===== src/rtl/cart_bank_rom.sv =====
module cart_bank_rom #(
  parameter int AW          = 16,
  parameter int DW          = 8,
  parameter int BW          = 2,
  parameter int TAG_W       = 3,
  parameter logic [TAG_W-1:0] WIN_TAG = 3'b011,
  parameter int BANK_LSB    = 1,
  parameter logic [DW-1:0] PAT = 8'hA5,
  parameter bit INVERT_BANK = 1'b0
) (
  input  logic          clk,
  input  logic          rst_n,
  input  logic [AW-1:0] addr,
  input  logic          mem_en_n,
  input  logic          we_n,
  output logic [DW-1:0] rd_data,
  output logic          rd_oe
);
  localparam int OFF_W = AW - TAG_W;
  localparam int IDX_W = OFF_W + BW;

  function automatic logic [DW-1:0] rom_word(input logic [IDX_W-1:0] i);
    return i[DW-1:0] ^ i[IDX_W-1 -: DW] ^ PAT;
  endfunction

  logic          we_q;
  logic [BW-1:0] bank_q;

  wire in_win = addr[AW-1 -: TAG_W] == WIN_TAG;
  wire sel    = !mem_en_n && in_win;
  wire rd_sel = sel && we_n;
  wire load   = sel && we_n && !we_q;

  wire [BW-1:0]    bank_eff = INVERT_BANK ? ~bank_q : bank_q;
  wire [IDX_W-1:0] idx      = {bank_eff, addr[OFF_W-1:0]};

  always_ff @(posedge clk) begin
    if (!rst_n) begin
      we_q    <= 1'b1;
      bank_q  <= '0;
      rd_data <= '0;
      rd_oe   <= 1'b0;
    end else begin
      we_q  <= we_n;
      rd_oe <= rd_sel;
      if (load)   bank_q  <= addr[BANK_LSB +: BW];
      if (rd_sel) rd_data <= rom_word(idx);
    end
  end

  p_oe_on_r1: assert property (@(posedge clk) disable iff (!rst_n)
    (!mem_en_n && in_win && we_n) |=> rd_oe);
  p_oe_off_r1: assert property (@(posedge clk) disable iff (!rst_n)
    !(!mem_en_n && in_win && we_n) |=> !rd_oe);
  p_hold_data_r9: assert property (@(posedge clk) disable iff (!rst_n)
    !(!mem_en_n && in_win && we_n) |=> $stable(rd_data));
  p_bank_load_r4: assert property (@(posedge clk) disable iff (!rst_n)
    (sel && we_n && !we_q) |=> bank_q == $past(addr[BANK_LSB +: BW]));
  p_bank_keep_r5: assert property (@(posedge clk) disable iff (!rst_n)
    !(sel && $rose(we_n)) |=> $stable(bank_q));
endmodule


===== config.mk =====
export PLATFORM = sky130hd
export DESIGN_NAME = cart_bank_rom
export DESIGN_NICKNAME = d
export VERILOG_FILES = /design/src/rtl/cart_bank_rom.sv
export SDC_FILE = /design/constraint.sdc
export NUM_CORES = 1
export LEC_CHECK = 0
export BUFFER_PORTS_ARGS = -buffer_cell sky130_fd_sc_hd__buf_4
export CAP_MARGIN = 20
export CORE_UTILIZATION = 37
export CTS_CLUSTER_SIZE = 16
export DETAILED_ROUTE_END_ITERATION = 8
export MAX_ROUTING_LAYER = met4
export PLACE_DENSITY = 0.68
export SKIP_LAST_GASP = 1
export SLEW_MARGIN = 10
export SYNTH_ARGS = -nofsm -noshare
export SYNTH_HDL_FRONTEND = slang
export SYNTH_SLANG_ARGS = --single-unit

===== constraint.sdc =====
create_clock -name clk -period 0.85 [get_ports clk]
set_input_delay 0.0425 -clock clk [delete_from_list [all_inputs] [get_ports clk]]
set_output_delay 0.0425 -clock clk [all_outputs]
set_load 0.01 [all_outputs]

# After elaboration in Yosys (flattened, before gate mapping)
# Index checks and enable logic that the tools add are counted.
[word_totals]
reg_bits = 12
latchBits = 0
ram_bits = 0
romBits = 0
inputBits = 20
output_inout_bits = 9
n_memories = 0
[op_classes]
add_sub_neg = 0
multipliers = 0
div_mod_pow = 0
order_cmp = 0
n_eq_ne = 1
n_shift = 0
n_mux = 0
bitwise_logic = 2
n_reduce_logical = 5
[ops]
columns = ["operator", "n"]
rows = [
  ["$xor A8 B8 Y8", 1],
  ["$not A4 Y4", 1],
  ["$eq A3 B2 Y1 const B", 1],
  ["$logic_and A1 B1 Y1", 3],
  ["$logic_not A1 Y1", 2],
]

# Depth between registers and ports, before layout
# Gate-level depths: netlist (run 1).
[depth]
ltp_word = 4
ltp_mapped = 4
mapped_depth_nobuf = 3

# Worst setup path before layout (run 1)
# Ideal clock, no wire load.
[synth_timing]
path_type = "in2reg"
from = "input mem_en_n"
to = "register bank_q[0] (netlist: bank_eff[0])"
setup_ns = 0.072
arrival_ns = 0.790
slack_ns = -0.012
path_stages = 4
path_cell_list = "and4bb_1 buf_6 and3b_4 mux2i_1"
[synth_via]
elab_chain_len = 4
[synth_rtl]
columns = ["item", "line_no", "rtl"]
rows = [
  ["start: declaration", "14", "input logic mem_en_n,"],
  ["$logic_not A1 Y1", "30", "wire sel = !mem_en_n && in_win;"],
  ["$logic_and A1 B1 Y1", "30", ""],
  ["$logic_and A1 B1 Y1 (2 in series)", "32", "wire load = sel && we_n && !we_q;"],
  ["end signal: assignment", "46", "if (load) bank_q <= addr[BANK_LSB +: BW];"],
  ["end: declaration", "27", "logic [BW-1:0] bank_q;"],
]
# Every way passes these cells.
# A chain may end at the register's enable or synchronous reset.

# Worst setup path in the final report (run 1)
[layout_timing]
from = "register we_q"
to = "register bank_q[0] (netlist: bank_eff[0])"
[layout_via]
elab_chain_len = 2
[layout_rtl]
columns = ["item", "line_no", "rtl"]
rows = [
  ["start: declaration", "26", "logic we_q;"],
  ["start signal: assignment", "44", "we_q <= we_n;"],
  ["$logic_not A1 Y1", "32", ""],
  ["$logic_and A1 B1 Y1", "32", ""],
]
# Every way passes these cells.

==> run summary, run 1 <==
CP max FO: 2
Post-DP HPWL: 871.9 um
Boundary Pins: 29
Largest net degree at the start of global routing: 19
Gpl congestion: 0.6392
Startpoint types: flip-flop
RR Startpoint: we_q
Final min period: 0.8884 ns
Core area: 1334 sq um
CTS max path bufs: 2
Syn avg cell area: 9.741 sq um
Root buffer selected by CTS: clkbuf_4
Syn Inst Count: 56
Max IR drop VDD: 975.8 uV
Worst Path Required: 1.06 ns
Cell Count, Final, Fillers Out: 101
Routed vias: 522
Reg area: 240.2 sq um
Initial Util: 40.90%
Placed insts: 97
Hold Crit Start: addr[2]
Layout cells sized above 1: 45.35%
TritonCTS clock tree: built
Synthesis Warnings: 0
# Post-CTS Setup Buffers: 0
Final Cycle Share: 104.5%
Final Skew: 0.0006993 ns
Max-slew headroom: 88.74%
Slew @ Worst Pin: 0.1690 ns
Die Area: 1632 sq um
Die width: 40.40 um
Total Routing Usage GR: 18.24%
CTS sink count: 12
Sequential-to-total area share from yosys stat: 44.04%
Cts repair resizes: 0
R2r setup slk: -0.04 ns
Worst endpoint data arrival time: 1.09 ns
Pre-CTS WS: -0.2112 ns
DRT Wirelength: 1217 um
1st-iter DRT viols: 12
H-tree Lvls: 1
CTS Buf Count: 3
Worst skew pair latency: 0.28 ns
Initial antenna violation count: 0
Hold Crit Depth: 3
Synth area leader: dfxtp_1
Diode count: 0
Wire per inst: 12.05 um
Status: complete, but fails checks
Power after layout: 1215 uW
Hold buffers post-CTS: 0
Setup violators final: 1
Commonest non-fill, non-tap cell in the layout: buf_4
Area of the mapped netlist: 545.5 sq um
Clock-pin slew on the worst setup and hold paths: 0.08 ns
Drt pass-1 iters: 4
Critical R2R Capture: bank_eff[0]
Layout fillers: 122
Multi-input gate area: 275.3 sq um
Worst Setup End Kind: flip-flop
Vias in the first global route: 431
Via density: 5.168
Synth area leaders: dfxtp_1 (44%), xnor2_1 (13%), o211a_1 (7.3%), nand2_1 (5.5%), nand4_1 (4.6%)
Failing checks: setup timing
Pwr dens: 1512 nW/um^2
Netlist cell types: 17
Reg2Reg Depth: 2
Max Slew Vio Count: 0
Critical path class: flip-flop to flip-flop
Final nets: 107
Area grow syn2layout: 47.25%
Commonest cells after routing, fill and taps aside: buf_4 (31), dfxtp_1 (12), xnor2_1 (8), nand2_1 (8)
I/O Buffers: 28
Worst setup margin: -0.03842 ns
FP Rows: 13
Hold Vio Cnt, Final: 0
F_max: 1126 MHz
Syn_nets: 76
WHS Endpoint: bank_eff[1]
Post-layout util: 60.23%
Static Leak: 0.0003965 uW
Number of routed nets with antenna violations: 0
Hold Crit Class: input port to flip-flop
Global-route wire length before repair: 1828 um
FF+latch count, synth: 12
Die Height: 40.40 um
Max_cap viols: 0
Remaining global-route overflow: 0
Synth top area share: 44.04%
RSZ-0062 raised after global routing: yes
Worst Hold Slack: 0.03373 ns
Drc violations: 0
==> cell usage after synthesis <==
| cell type | count |
|---|---|
| dfxtp_1 | 12 |
| nand2_1 | 8 |
| xnor2_1 | 8 |
| nand3_1 | 4 |
| nand4_1 | 4 |
| o211a_1 | 4 |
| o21ai_0 | 3 |
| buf_6 | 2 |
| clkbuf_1 | 2 |
| mux2i_1 | 2 |
| and2_1 | 1 |
| and3_2 | 1 |
| and3b_4 | 1 |
| and4bb_1 | 1 |
| buf_2 | 1 |
| nand2b_1 | 1 |
| o21ai_1 | 1 |
==> registers in the layout, summed over array words and instances (netlist names) <==
register / flops
bank_eff: 2
rd_data: 8
rd_oe: 1
we_q: 1
==> stage by stage <==
step / instance area (sq um) / TNS (ns)
after floorplan: 545.5 / -0.02400
after detailed placement: 762.0 / -1.679
final: 803.3 / -0.03842
after global routing: 803.3 / -0.1155
after global placement: 762.0 / -1.287
after CTS: 798.3 / 0
==> layer usage <==
metal	vias to the layer above	GRT usage [%]	wire length [um]
li1	255	-	-
met1	240	20.81	531
met2	25	29.76	577
met3	2	3.333	88
met4	0	10.00	20
met5	-	-	0
==> worst max path at each step <==
| stage | start | endpoint | slack, ns | depth (start not counted) |
|---|---|---|---|---|
| final | we_q | bank_eff[0] | -0.04 | 2 |
| after global routing | we_q | bank_eff[0] | -0.08 | 2 |
| after CTS | we_q | bank_eff[0] | 0.004 | 2 |
| after detailed placement | mem_en_n | rd_data[7] | -0.21 | 4 |
| after global placement | mem_en_n | rd_data[0] | -0.16 | 4 |
| after floorplan | mem_en_n | bank_eff[0] | -0.01 | 4 |
==> cells by family after synthesis <==
kind of cell              after synthesis  share of synthesized area [%]
AOI/OAI and AO/OA                       8                          11.01
xor gates and xnor gates                8                          12.84
buffers and inverters                   5                          6.421
DFF                                    12                          44.04
muxes                                   2                          3.670
and+or+nand+nor                        21                          22.02
==> critical path, stage by stage (launching register included) <==
cell     delay [ns]
dfxtp_1        0.30
and3b_4        0.31
mux2i_2        0.20
==> area by class of cell <==
type                    instances  share of cell area (%)
repair buffers                 31                   28.97
flip-flops and latches         12                   29.91
clock buffers                   4                   4.517
well taps                      15                   2.336
multi-input cells              39                   34.27
==> power breakdown <==
part           switching, uW  leakage (uW)  internal (uW)
logic                   65.6      0.000278            104
clock network            209     0.0000210            261
registers               4.11     0.0000972            572
(Power assumes the default switching activity.)
==> run 2, diff against run 1 <==
MAX_ROUTING_LAYER = unset   (was met4)
SKIP_LAST_GASP = unset   (was 1)
==> run summary, run 2 (synthesized netlist as in run 1, its figures left out) <==
Status: complete, but fails checks (unchanged)
Failing checks: setup timing (unchanged)
Final nets: 107 (unchanged)
Die Height: 40.40 um (unchanged)
Routed vias: 515 (was 522)
Worst skew pair latency: 0.28 ns (about the same)
Reg area: 240.2 sq um (unchanged)
Core area: 1334 sq um (unchanged)
Layout cells sized above 1: 45.35% (unchanged)
Layout fillers: 122 (unchanged)
DRT Wirelength: 1198 um (was 1217 um)
Initial antenna violation count: 0 (unchanged)
Max_cap viols: 0 (unchanged)
Critical path class: flip-flop to flip-flop (unchanged)
Final min period: 0.8841 ns (was 0.8884 ns)
Cts repair resizes: 0 (unchanged)
Via density: 5.099 (was 5.168)
Max-slew headroom: 88.72% (was 88.74%)
RR Startpoint: we_q (unchanged)
Boundary Pins: 29 (unchanged)
Critical R2R Capture: bank_eff[0] (unchanged)
Placed cell areas: 762.0 sq um (unchanged)
Hold Vio Cnt, Final: 0 (unchanged)
Power after layout: 1214 uW (was 1215 uW)
Pwr dens: 1512 nW/um^2 (about the same)
Post-DP HPWL: 871.9 um (unchanged)
Clk pwr share: 38.7% (about the same)
Worst endpoint data arrival time: 1.09 ns (about the same)
Final Skew: 0.0009099 ns (was 0.0006993 ns)
CTS max path bufs: 2 (unchanged)
Die Area: 1632 sq um (unchanged)
Drt pass-1 iters: 4 (unchanged)
Setup violators final: 1 (unchanged)
CP max FO: 2 (unchanged)
Psw: 278.5 uW (was 279.0 uW)
Clock-pin slew on the worst setup and hold paths: 0.08 ns (about the same)
Max reg flops: 8 (unchanged)
Startpoint types: flip-flop (unchanged)
Gate power share: 13.9% (about the same)
Wire per inst: 11.86 um (was 12.05 um)
Reg2Reg Depth: 2 (unchanged)
Multi-input gate area: 275.3 sq um (unchanged)
Hold Crit Class: input port to flip-flop (unchanged)
CTS Buf Count: 3 (unchanged)
Post-route cell area: 803.3 sq um (unchanged)
Number of routed nets with antenna violations: 0 (unchanged)
Switching Fraction: 22.93% (was 22.96%)
Vias in the first global route: 431 (unchanged)
Hold buffers post-CTS: 0 (unchanged)
Drc violations: 0 (unchanged)
Placed insts: 97 (unchanged)
Max Slew Vio Count: 0 (unchanged)
RSZ-0062 raised after global routing: yes (unchanged)
Global-route wire length before repair: 1842 um (was 1828 um)
Slew @ Worst Pin: 0.1693 ns (was 0.1690 ns)
H-tree Lvls: 1 (unchanged)
Worst setup margin: -0.03409 ns (was -0.03842 ns)
Final Cycle Share: 104.0% (was 104.5%)
Area grow syn2layout: 47.25% (unchanged)
Static Leak: 0.0003965 uW (unchanged)
F_max: 1131 MHz (was 1126 MHz)
Remaining global-route overflow: 0 (unchanged)
1st-iter DRT viols: 12 (unchanged)
Diode count: 0 (unchanged)
Worst Setup EP: bank_eff[0] (unchanged)
Die width: 40.40 um (unchanged)
Critical Path Start: we_q (unchanged)
Max IR drop VDD: 974.6 uV (was 975.8 uV)
Total Routing Usage GR: 17.85% (was 18.24%)
I/O Buffers: 28 (unchanged)
# Post-CTS Setup Buffers: 0 (unchanged)
Gpl congestion: 0.6341 (was 0.6392)
Biggest register: rd_data (unchanged)
TritonCTS clock tree: built (unchanged)
Reg power frac: 47.4% (about the same)
Root buffer selected by CTS: clkbuf_4 (unchanged)
CTS sink count: 12 (unchanged)
Cell Count, Final, Fillers Out: 101 (unchanged)
Hold Crit Depth: 3 (unchanged)
Commonest non-fill, non-tap cell in the layout: buf_4 (unchanged)
Largest net degree at the start of global routing: 19 (unchanged)
Internal: 936.0 uW (about the same)
Commonest cells after routing, fill and taps aside: buf_4 (31), dfxtp_1 (12), xnor2_1 (8), nand2_1 (8) (unchanged)
FP Rows: 13 (unchanged)
Worst Path Required: 1.06 ns (about the same)
Initial Util: 40.90% (unchanged)
R2r setup slk: -0.03 ns (was -0.04 ns)
Worst Setup End Kind: flip-flop (unchanged)
==> run 2: cell counts in the layout (fill, tap and decap cells not counted) <==
No cell type changed its count.
==> run 2: routing by layer <==
layer  global-route usage, %  wire [um]  vias up
met5                       0          0        -
met4                   10.00         20        0
met1                   20.81        516      236
met3                   3.889         85        2
met2                   29.76        575       22
li1                        -          -      255
==> run 2: critical path, stage by stage, from the launching register on <==
cell and delay, ns:
dfxtp_1 0.30, and3b_4 0.31, mux2i_2 0.20
==> run 2: worst min path at each step <==
| stage | from | to |
|---|---|---|
| 2_1_floorplan | addr[1] | bank_eff[0] |
| 3_3_place_gp | we_n | rd_data[2] |
| 3_5_place_dp | we_n | rd_data[2] |
| 4_1_cts | we_n | rd_data[2] |
| 5_1_grt | we_n | rd_data[2] |
| 6_report | addr[2] | bank_eff[1] |
==> run 2: power by group through the flow <==
stage               sequential, uW  clock (uW)  combinational [uW]
finish                         576         470                 169
global route                   577         504                 184
CTS                            576         483                 170
detailed placement             589           0                 168
global placement               589           0                 164
floorplan                      592           0                68.7
==> run 2: area by class of cell <==
type,instances,area share [%]
Multi-Input combinational cell,39,34.27
Sequential cell,12,29.91
Timing Repair Buffer,31,28.97
Clock buffer,4,4.517
Tap cell,15,2.336
==> run 2: per-stage QoR <==
step	setup slack, ns	utilization [%]	hold WS (ns)	setup TNS, ns
after floorplan	-0.01200	-	0.1846	-0.02400
after global placement	-0.1585	57.13	0.3054	-1.287
after detailed placement	-0.2112	57.13	0.3126	-1.679
after CTS	0.004140	59.85	0.02007	0
after global routing	-0.08354	60.23	0.03461	-0.1155
final	-0.03409	60.23	0.03519	-0.03409
